File: src/rtl/col_ss_adc_capture.sv
module col_ss_adc_capture #(
  parameter int NCOLS = 16,
  parameter int DW    = 11,
  localparam int PW   = $clog2(NCOLS)
) (
  input  logic             clk,
  input  logic             rst_n,
  input  logic             line_start,
  input  logic             frame_start,
  input  logic [NCOLS-1:0] cmp,
  input  logic [1:0]       mode,
  input  logic [PW-1:0]    win_lo,
  input  logic [PW-1:0]    win_hi,
  output logic             col_swap,
  output logic             ramp_g_on,
  output logic             ramp_rb_on,
  output logic             px_valid,
  output logic [DW-1:0]    px_data,
  output logic [1:0]       px_color,
  output logic [PW-1:0]    px_col
);
  localparam logic [DW-1:0] CMAX = {DW{1'b1}};
  localparam logic [PW-1:0] LAST = PW'(NCOLS - 1);

  logic             conv, conv_done, bank, rd_on;
  logic [DW-1:0]    cnt;
  logic [NCOLS-1:0] got, hit;
  logic [1:0]       cap_row, rd_row;
  logic [PW-1:0]    rd_pos, rd_colm;
  logic [DW-1:0]    mem [2][NCOLS];
  logic             sel;

  assign hit = (conv && !line_start) ? (~got & (cmp | {NCOLS{cnt == CMAX}})) : '0;

  always_ff @(posedge clk or negedge rst_n) begin
    if (!rst_n) begin
      conv      <= 1'b0;
      conv_done <= 1'b0;
      cnt       <= '0;
      bank      <= 1'b0;
      got       <= '0;
      cap_row   <= '0;
      rd_row    <= '0;
      rd_on     <= 1'b0;
      rd_pos    <= '0;
    end else if (line_start) begin
      conv      <= 1'b1;
      conv_done <= 1'b0;
      cnt       <= '0;
      bank      <= ~bank;
      got       <= '0;
      rd_row    <= cap_row;
      cap_row   <= frame_start ? 2'd0 : cap_row + 2'd1;
      rd_on     <= conv_done && !(mode == 2'b10 && cap_row[1]);
      rd_pos    <= '0;
    end else begin
      got <= got | hit;
      if (conv) begin
        cnt <= cnt + 1'b1;
        if (cnt == CMAX) begin
          conv      <= 1'b0;
          conv_done <= 1'b1;
        end
      end
      if (rd_on) begin
        rd_pos <= rd_pos + 1'b1;
        if (rd_pos == LAST) rd_on <= 1'b0;
      end
    end
  end

  always_ff @(posedge clk) begin
    for (int c = 0; c < NCOLS; c++)
      if (hit[c]) mem[bank][c] <= cnt;
  end

  assign rd_colm = rd_pos ^ PW'(rd_row[0]);

  always_comb begin
    case (mode)
      2'b01:   sel = (rd_pos >= win_lo) && (rd_pos <= win_hi);
      2'b10:   sel = !rd_pos[1];
      default: sel = 1'b1;
    endcase
  end

  assign px_valid   = rd_on && sel;
  assign px_data    = mem[~bank][rd_colm];
  assign px_color   = rd_colm[0] ? 2'b01 : (rd_row[0] ? 2'b10 : 2'b00);
  assign px_col     = rd_pos;
  assign col_swap   = cap_row[0];
  assign ramp_g_on  = conv;
  assign ramp_rb_on = conv;

  assert_cnt_step_R1: assert property (@(posedge clk) disable iff (!rst_n)
    $past(conv) && !$past(line_start) && conv |-> cnt == $past(cnt) + 1'b1);

  assert_first_only_R3: assert property (@(posedge clk) disable iff (!rst_n)
    !$past(line_start) |-> (($past(got) & ~got) == '0));

  assert_spatial_order_R5: assert property (@(posedge clk) disable iff (!rst_n)
    px_valid && $past(px_valid) && !$past(line_start) |-> px_col > $past(px_col));

  assert_green_odd_R6: assert property (@(posedge clk) disable iff (!rst_n)
    px_valid |-> (px_color != 2'b11) && ((px_color == 2'b01) == (px_col[0] ^ rd_row[0])));

  assert_window_R8: assert property (@(posedge clk) disable iff (!rst_n)
    px_valid && mode == 2'b01 |-> px_col >= win_lo && px_col <= win_hi);

  assert_subsample_R9: assert property (@(posedge clk) disable iff (!rst_n)
    px_valid && mode == 2'b10 |-> !px_col[1] && !rd_row[1]);
endmodule

File: config.mk
export PLATFORM = sky130hd
export DESIGN_NAME = col_ss_adc_capture
export DESIGN_NICKNAME = d
export VERILOG_FILES = /design/src/rtl/col_ss_adc_capture.sv
export SDC_FILE = /design/constraint.sdc
export NUM_CORES = 1
export LEC_CHECK = 0
export ABC_CLOCK_PERIOD_IN_PS = 9100
export BUFFER_PORTS_ARGS = -buffer_cell sky130_fd_sc_hd__buf_2
export CAP_MARGIN = 20
export CORE_UTILIZATION = 30
export CTS_CLUSTER_SIZE = 40
export DETAILED_ROUTE_END_ITERATION = 8
export PLACE_DENSITY_LB_ADDON = 0.25
export REMOVE_ABC_BUFFERS = 1
export SYNTH_ARGS = -nofsm -noshare
export SYNTH_HDL_FRONTEND = slang
export SYNTH_SLANG_ARGS = --single-unit
File: constraint.sdc
create_clock -name clk -period 9.1 [get_ports clk]
set_input_delay 0.91 -clock clk [delete_from_list [all_inputs] [get_ports clk]]
set_output_delay 0.91 -clock clk [all_outputs]
set_load 0.05 [all_outputs]
# Word-level counts from Yosys, hierarchy flattened
# Memory sizes are Yosys's and may differ from the RTL's.
# Index checks and enable logic that the tools add are counted.
# op_classes
reduce_logical,12
add_sub_neg,3
eq_ne,4
muxes,54
magnitude_cmp,3
bitwise,7
# ops
op,n
binary-select mux 11 bit (select 4 bit),1
two-way mux 11 bit,4
two-way mux 1 bit,41
two-way mux 16 bit,2
bitwise OR 16 bit,2
bitwise AND 16 bit,1
inverter 16 bit,1
adder 11 x 1 -> 11 bit (second input constant),1
== test 11 bit (second input constant),1
two-way mux 4 bit,2
two-way mux 2 bit,3
nonzero test 2 bit,3
greater-or-equal comparator 5 bit (second input constant),1
logical AND 1 bit,5
inverter 4 -> 5 bit,1
adder 4 x 1 -> 4 bit (second input constant),1
== test 4 bit (second input constant),1
greater-or-equal comparator 4 bit,1
<= comparator 4 bit,1
XOR 4 x 1 -> 4 bit,1
logical NOT 1 bit,3
adder 2 x 1 -> 2 bit (second input constant),1
== test 2 x 1 -> 1 bit (second input constant),1
== test 2 bit (second input constant),1
3 further kinds,3
# totals
register_bits,38
in_bits,30
ramBits,352
mem_count,1
word_cells,93
output_inout_bits,21
# memory_table
memory,words,width,rd,rd_ports_with_merged_regs,write_ports,line_no,rtl
mem,2,176,1,0,1,30,logic [DW-1:0] mem [2][NCOLS];

# Logic depth before layout (Yosys ltp)
# Gate-level depths: netlist of the first run.
# depth
ltp_word,6
depth_mapped,8
ltp_nobuf,6

# Worst setup path after synthesis of the first run
# No wires, ideal clock.
# synth_timing
kind,register -> output
startpoint,register rd_pos[0] (netlist: px_col[0])
endpoint,output port px_data[2]
path_slack_ps,5504
path_buffers,3
stages_incl_launch_ff,9
arrival_time_ps,2686
required_ps,8190
path_cell_list,dfrtp_1 > ha_1 > buf_2 > buf_4 > buf_4 > mux2i_1 > a22oi_1 > nand3_1 > nand4_1
# synth_via
elab_chain_len,5
# synth_rtl
item,line_no,rtl
"start, declared",29,"logic [PW-1:0] rd_pos, rd_colm;"
"start signal, assigned",66,rd_pos <= rd_pos + 1'b1;
XOR 4 x 1 -> 4 bit,77,assign rd_colm = rd_pos ^ PW'(rd_row[0]);
inverter 4 -> 5 bit,88,assign px_data = mem[~bank][rd_colm];
binary-select mux 11 bit (select 4 bit),88,
two-way mux 11 bit (implied by the code) (2 in series),88,
"end, declared",18,"output logic [DW-1:0] px_data,"
# No other way between the ends. The select of a mux whose other input is x is not followed.

# Worst setup path in the final report of the first run
# layout_timing
startpoint,register rd_pos[0] (netlist: px_col[0])
endpoint,output port px_data[1]
# The elaborated chain is that of the path after synthesis.

==> results of run 1 <==
==> final cells by class <==
type / count / area (sq um) / area share [%]
Clock buffer: 56 / 1140 / 6.20
Sequential cell: 390 / 11500 / 62.4
Inverter: 32 / 120 / 0.650
Tap cell: 680 / 851 / 4.61
Timing Repair Buffer: 105 / 707 / 3.83
Multi-Input combinational cell: 531 / 3920 / 21.2
Clock inverter: 20 / 205 / 1.11
==> cells in the final DEF, fill, tap and decap left out, drive strengths merged, types with 6 or more instances in the layout <==
master / n
edfxtp: 352
mux2i: 178
buf: 105
clkbuf: 56
a22oi: 55
a21oi: 54
nand3: 50
nand2: 41
dfrtp: 38
nor3: 37
inv: 35
nor2: 32
o21ai: 22
nand4: 15
ha: 13
clkinv: 13
xnor2: 6
xor2: 6
==> per-layer routing <==
layer / up-vias / GRT usage, % / part of all wire, %
li1: 4068 / - / -
met1: 4437 / 21.4 / 48
met3: 50 / 2.40 / 4.1
met2: 172 / 22.5 / 46
met4: 4 / 4.63 / 1.8
met5: - / 0 / 0.084
==> stage by stage <==
stage / setup WS [ns] / cell area, sq um / std cells
floorplan: 0.589 / 15500 / 953
global placement: 4.53 / 17000 / 1733
detailed placement: 4.52 / 17100 / 1736
CTS: 3.89 / 18400 / 1812
global route: 3.78 / 18500 / 1814
finish: 3.98 / 18500 / 1814
==> power by group through the flow <==
stage | Combinational, W | Clock (W) | Sequential, W
floorplan | 0.000546 | 0 | 0.00216
global placement | 0.000779 | 0 | 0.00216
detailed placement | 0.000783 | 0 | 0.00216
CTS | 0.000784 | 0.00173 | 0.00212
global route | 0.000826 | 0.00179 | 0.00213
finish | 0.000771 | 0.00169 | 0.00212
==> final timing paths <==
kind | start | to | cells after the start
min in group clk | conv_done | conv_done | 2
hold reg to reg | conv_done | conv_done | 2
hold / removal | rst_n | cap_row[0] | 1
setup reg to reg | cnt[0] | mem[1][59] | 8
max in group asynchronous | rst_n | got[9] | 2
setup / recovery | px_col[0] | px_data[1] | 7
==> cell families after synthesis <==
group,count (synthesis)
adders and majority gates,13
AOI/OAI and AO/OA,136
buffers and inverters,90
and+or+nand+nor,190
xor gates and xnor gates,12
muxes,180
DFF,390
==> critical path, cell delays in order, from the launching register on <==
cell and delay, ns:
dfrtp_1 0.47, ha_4 0.91, buf_4 0.96, mux2i_1 0.19, a22oi_1 0.22, nand3_1 0.19, nand4_1 0.25, buf_2 0.32
==> flip-flops by register name (all words and copies together) (netlist names) <==
| register | flops |
|---|---|
| bank | 1 |
| cnt | 11 |
| cap_row | 2 |
| px_col | 4 |
| rd_on | 1 |
| rd_row | 1 |
| ramp_g_on | 1 |
| conv_done | 1 |
| mem | 352 |
| got | 16 |
==> summary.log, run 1 <==
INFO  die            core.rowCount=83
INFO  die            dieArea=0.0537sqmm
INFO  drt            routed_wl=39300um
INFO  critical_path  timing.setup.critical_path_class=register to output port
INFO  power          clkPwrFrac=36.8%
INFO  drt            remaining_antenna_violation_count=0
INFO  synthesis      synthXorXnorAreaFrac=0.664%
INFO  cells_and_area finalNetCount=1146
INFO  synthesis      synth_simple_gate_area_share=5.92%
INFO  power          power.share.combinational=16.8%
INFO  timing         fmax=0.195GHz
INFO  global_route   grtUsageTotal=14.8%
INFO  global_route   grt_start_max_net_pins=66
INFO  critical_path  ff2ff_setup_slack=5.65ns
INFO  synthesis      synth.ff_latch_count=390
INFO  die            ioPinCount=51
INFO  timing         slew_viol_final=0
INFO  timing         setup-violations-final=0
INFO  power          power.switching_fraction=28.0%
INFO  drt            drc=0
INFO  die            floorplan.initialDensity=30.6%
INFO  synthesis      yosys_warnings=0
INFO  global_route   grt_overflow_total=0
INFO  cts            htreeDepth=2
INFO  synthesis      yosys.area.top_type_share=66.8%
INFO  synthesis      synth_cells=1011
INFO  cts            cts_buffer_depth=3
INFO  cts            cts_tree=done
INFO  drt            num_vias=8731
INFO  timing         final.period_utilization=56.2%
INFO  cells_and_area number_of_filler_instances_in_the_final_layout=4883
INFO  synthesis      synth_common_cells=edfxtp_1 (352), mux2i_1 (178), a22oi_1 (55)
INFO  power          powerDensity=248mW/mm^2
INFO  synthesis      synth_edf_count=352
INFO  timing         report.final.hold_viol_count=0
INFO  global_route   vias_in_the_first_global_route=8442
INFO  power          seqPwrFrac=46.4%
INFO  cts            cts_sinks=390
INFO  power          power.switching=0.00128W
INFO  cells_and_area diodes=0
INFO  synthesis      compound_gate_portion_of_the_synthesized_area=5.25%
INFO  power          internal_power=0.00330W
INFO  power          power.ir.vdd_worst=0.129mV
INFO  critical_path  timing.critical_path.arrival=4.21ns
INFO  run            max_cap_violations=0
INFO  power          power_leakage=6.46nW
INFO  drt            detail_route.vias_per_cell=4.81
INFO  global_route   initial_antenna_violation_count=2
INFO  synthesis      synthDominantAreaCellType=edfxtp_1
INFO  cts            worst_skew_pair.late_latency=0.59ns
INFO  hold_path      hp-class=primary input to asynchronous set/reset pin
INFO  place          numPortBuffers=50
INFO  synthesis      ys_async_sr_fraction=9.74%
INFO  synthesis      number_of_distinct_library_cell_variants_in_the_gate_level_netlist_after_synthesis=40
INFO  synthesis      post-synth-top-count-cell=edfxtp_1
INFO  place          globalplace.congestion=0.735
INFO  critical_path  critPathMaxFanout=61
INFO  synthesis      yosys.area_share.adder=1.03%
INFO  timing         rsz_0062_raised_after_global_routing=false
INFO  cells_and_area drive_gt1_share=16.3%
INFO  timing         fin_tns_setup=0ns
INFO  die            die-width=232um
INFO  timing         worst_slew_margin_rel=28.9%
INFO  synthesis      muxShareOfSynthArea=11.4%
INFO  global_route   first_pass_grt_wire_length=57800um
INFO  cts            clk_pin_slew=0.06ns
INFO  timing         clock-skew-final=0.0242ns
INFO  drt            drt-wirelength-per-cell=21.7um
INFO  critical_path  critPathLaunchType=register
INFO  cells_and_area area_growth=16.7%
INFO  cts            post_cts.repair.setup_buffers=0
INFO  run_status     outcome=completed
INFO  timing         tightest_slew=1.07ns
INFO  synthesis      average_cell_area_after_synthesis=15.7squm
INFO  cts            ctsRootBufferMaster=clkbuf_16
INFO  synthesis      leading_cell_types_by_total_area_after_synthesis=edfxtp_1 (67%), mux2i_1 (11%), dfrtp_1 (6.0%)
INFO  die            die_y=232um
INFO  cells_and_area finish.utilization=35.7%
INFO  timing         hold_slack=0.173ns
INFO  critical_path  required=8.19ns
INFO  place          dp.final_hpwl=23400um
INFO  power          p_total=0.00458W
INFO  cts            cts_resized=0
INFO  timing         layout_min_cycle_time=5.12ns
INFO  synthesis      synth-seq-area-share=72.8%
INFO  synthesis      synth.cell_area=0.0158sqmm
INFO  synthesis      dominant_combinational_cell_family_by_area_after_synthesis=multiplexers
INFO  cts            cts_inserted_buffers=43
INFO  drt            dr.first_iter.drc_count=734
INFO  synthesis      synth-main-ff-cell=edfxtp_1
INFO  cts            cts-hold-fix-buffers=0
INFO  drt            dr.pass1.iters=4
INFO  die            floorplan.core_area=0.0517sqmm
INFO  critical_path  cp-end-kind=output port
Power figures use the tool's default switching activity.
==> run 2, diff against run 1 <==
Settings changed: ABC_CLOCK_PERIOD_IN_PS 9100 to 4500.
Clock period 9.1 ns to 4.5 ns, I/O delays scaled along.
==> run 2 against run 1 <==
  * Worst hold slack lost 0.080 ns
  * Die area is the same
  * Critical path depth is the same
  * Critical path type unchanged
  * Largest power group unchanged
==> summary.log, run 2 (synthesized netlist as in run 1, its figures left out) <==
INFO  run_status     outcome=completed
INFO  timing         fin_tns_setup=0ns [unchanged]
INFO  critical_path  critPathMaxFanout=59 [-3.3%]
INFO  critical_path  cp-end-kind=output port
INFO  critical_path  worst_r2r_startpoint=cnt[6]
INFO  place          numPortBuffers=50 [unchanged]
INFO  hold_path      hold_path_startpoint=frame_start
INFO  timing         rsz_0062_raised_after_global_routing=false
INFO  cts            cts-hold-fix-buffers=1 [+1]
INFO  power          power.share.combinational=17.2% [+0.4 points]
INFO  timing         slew_viol_final=0 [unchanged]
INFO  cts            cts_buffer_depth=3 [unchanged]
INFO  hold_path      hp-class=primary input to register
INFO  cells_and_area layout_top_registers=mem: 352 flops, got: 16 flops, cnt: 11 flops
INFO  drt            dr.first_iter.drc_count=796 [+8.4%]
INFO  timing         report.final.hold_viol_count=0 [unchanged]
INFO  die            core.rowCount=83 [unchanged]
INFO  drt            detail_route.vias_per_cell=4.93 [+2.5%]
INFO  timing         fmax=0.264GHz
INFO  timing         setup-violations-final=0 [unchanged]
INFO  hold_path      min_path_cells=2
INFO  die            ioPinCount=51 [unchanged]
INFO  cells_and_area finish.utilization=35.7% [-0.065 points]
INFO  timing         worst_slew_margin_rel=37.3% [+8.4 points]
INFO  cts            cts_tree=done
INFO  drt            highest_signal_layer_in_the_routed_design=met5
INFO  power          power.switching=0.00259W [+100%]
INFO  cts            cts_sinks=390 [unchanged]
INFO  critical_path  timing.setup.critical_path_class=register to output port
INFO  die            floorplan.core_area=0.0517sqmm [unchanged]
INFO  global_route   grtUsageTotal=15.6% [+0.81 points]
INFO  drt            routed-wl-met3=2520um [+56%]
INFO  cts            htreeDepth=2 [unchanged]
INFO  cts            clk_pin_slew=0.06ns [about the same]
INFO  drt            detailroute.wirelength.met2=19100um [+6.7%]
INFO  critical_path  ff2ff_path_depth=7 [-1]
INFO  place          placed_cells=1740 [+0.23%]
INFO  cells_and_area final_cell_count_no_fill=1819 [+0.28%]
INFO  drt            dr.pass1.iters=5 [+1]
INFO  drt            routed_wl=41500um [+5.5%]
INFO  die            die_y=232um [unchanged]
INFO  power          powerDensity=495mW/mm^2 [+99%]
INFO  die            dieArea=0.0537sqmm [unchanged]
INFO  critical_path  timing.critical_path.arrival=3.34ns [-0.87 ns]
INFO  power          power.switching_fraction=28.3% [+0.35 points]
INFO  timing         clock-skew-final=0.0336ns [+0.00940 ns]
INFO  place          dp.final_hpwl=25600um [+9.5%]
INFO  power          internal_power=0.00654W [+98%]
INFO  cts            cts_inserted_buffers=43 [unchanged]
INFO  timing         tightest_slew=0.938ns [-0.129 ns]
INFO  timing         layout_min_cycle_time=3.79ns
INFO  global_route   first_pass_grt_wire_length=60600um [+4.8%]
INFO  global_route   vias_in_the_first_global_route=8837 [+4.7%]
INFO  timing         final.period_utilization=84.1%
INFO  die            die-width=232um [unchanged]
INFO  die            floorplan.initialDensity=30.6% [unchanged]
INFO  cells_and_area largest_register_ff_count=352 [unchanged]
INFO  drt            drc=0 [unchanged]
INFO  hold_path      hold_path_end=cap_row[1]
INFO  cells_and_area drive_gt1_share=16.0% [-0.32 points]
INFO  critical_path  r2r_endpoint=mem[0][63]
INFO  global_route   grt_start_max_net_pins=73 [+11%]
INFO  drt            num_vias=8976 [+2.8%]
INFO  global_route   initial_antenna_violation_count=4 [+2]
INFO  critical_path  required=4.05ns [-4.14 ns]
INFO  cts            post_cts.repair.setup_buffers=0 [unchanged]
INFO  drt            met1Wirelength=19000um [-0.22%]
INFO  power          p_total=0.00912W [+99%]
INFO  cells_and_area area_growth=16.5%
INFO  critical_path  critPathLaunchType=register
INFO  place          globalplace.congestion=0.757 [+3.0%]
INFO  power          clkPwrFrac=35.6% [-1.2 points]
INFO  cts            cts_resized=0 [unchanged]
INFO  cells_and_area finalNetCount=1149 [+0.26%]
INFO  critical_path  ff2ff_setup_slack=1.76ns [-3.89 ns]
INFO  cells_and_area final_common_cell=edfxtp_1
INFO  cells_and_area final_cell_mix=edfxtp_1 (352), mux2i_1 (178), a22oi_1 (55)
INFO  power          power.ir.vdd_worst=0.224mV [+74%]
INFO  timing         hold_slack=0.0924ns [-0.0802 ns]
INFO  drt            remaining_antenna_violation_count=0 [unchanged]
INFO  cells_and_area largest-register=mem
INFO  power          power_leakage=6.44nW [-0.31%]
INFO  drt            drt-wirelength-per-cell=22.8um [+5.2%]
INFO  cts            worst_skew_pair.late_latency=0.57ns [-0.02 ns]
INFO  run            max_cap_violations=0 [unchanged]
INFO  global_route   grt_overflow_total=0 [unchanged]
INFO  cts            ctsRootBufferMaster=clkbuf_16
INFO  power          seqPwrFrac=47.1% [+0.7 points]
run 2: worst max-delay path by stage:
stage | start | end | slack (ns)
after floorplan | px_col[0] | px_data[0] | -3.55
after detailed placement | px_col[0] | px_data[6] | 1.27
after CTS | px_col[0] | px_data[6] | 0.66
after global placement | px_col[0] | px_data[6] | 1.28
after global routing | px_col[0] | px_data[6] | 0.65
final | px_col[0] | px_data[6] | 0.71
run 2: final cells by class:
class | count | area [sq um]
clock inverter | 19 | 133
antenna | 1 | 2.50
clock buffer | 58 | 1140
timing repair buffer | 108 | 746
tap | 680 | 851
sequential | 390 | 11500
fill | 4983 | 33300
multi-input combinational | 531 | 3920
inverter | 32 | 120
run 2: stage by stage:
step	cell area, sq um	setup WS (ns)
5_1_grt	18400	0.646
3_5_place_dp	17200	1.27
4_1_cts	18400	0.657
3_3_place_gp	17100	1.28
2_1_floorplan	15500	-3.55
6_report	18400	0.714
run 2: critical path, stage by stage, from the launching register on:
cell and delay, ns:
dfrtp_1 0.47, ha_4 0.53, buf_12 0.41, mux2i_1 0.33, a22oi_1 0.13, nand3_1 0.25
nand4_1 0.26, buf_2 0.30
run 2: power groups by stage:
stage / Sequential [W] / Clock, W / Combinational (W)
after global placement: 0.00437 / 0 / 0.00160
after CTS: 0.00430 / 0.00332 / 0.00161
final: 0.00430 / 0.00325 / 0.00157
after global routing: 0.00432 / 0.00346 / 0.00168
after detailed placement: 0.00437 / 0 / 0.00160
after floorplan: 0.00437 / 0 / 0.00110
run 2: layer usage:
| layer | track usage [%] | up-vias |
|---|---|---|
| met3 | 2.97 | 54 |
| met1 | 22.0 | 4592 |
| li1 | - | 4058 |
| met4 | 4.58 | 4 |
| met2 | 24.2 | 268 |
| met5 | 0 | - |
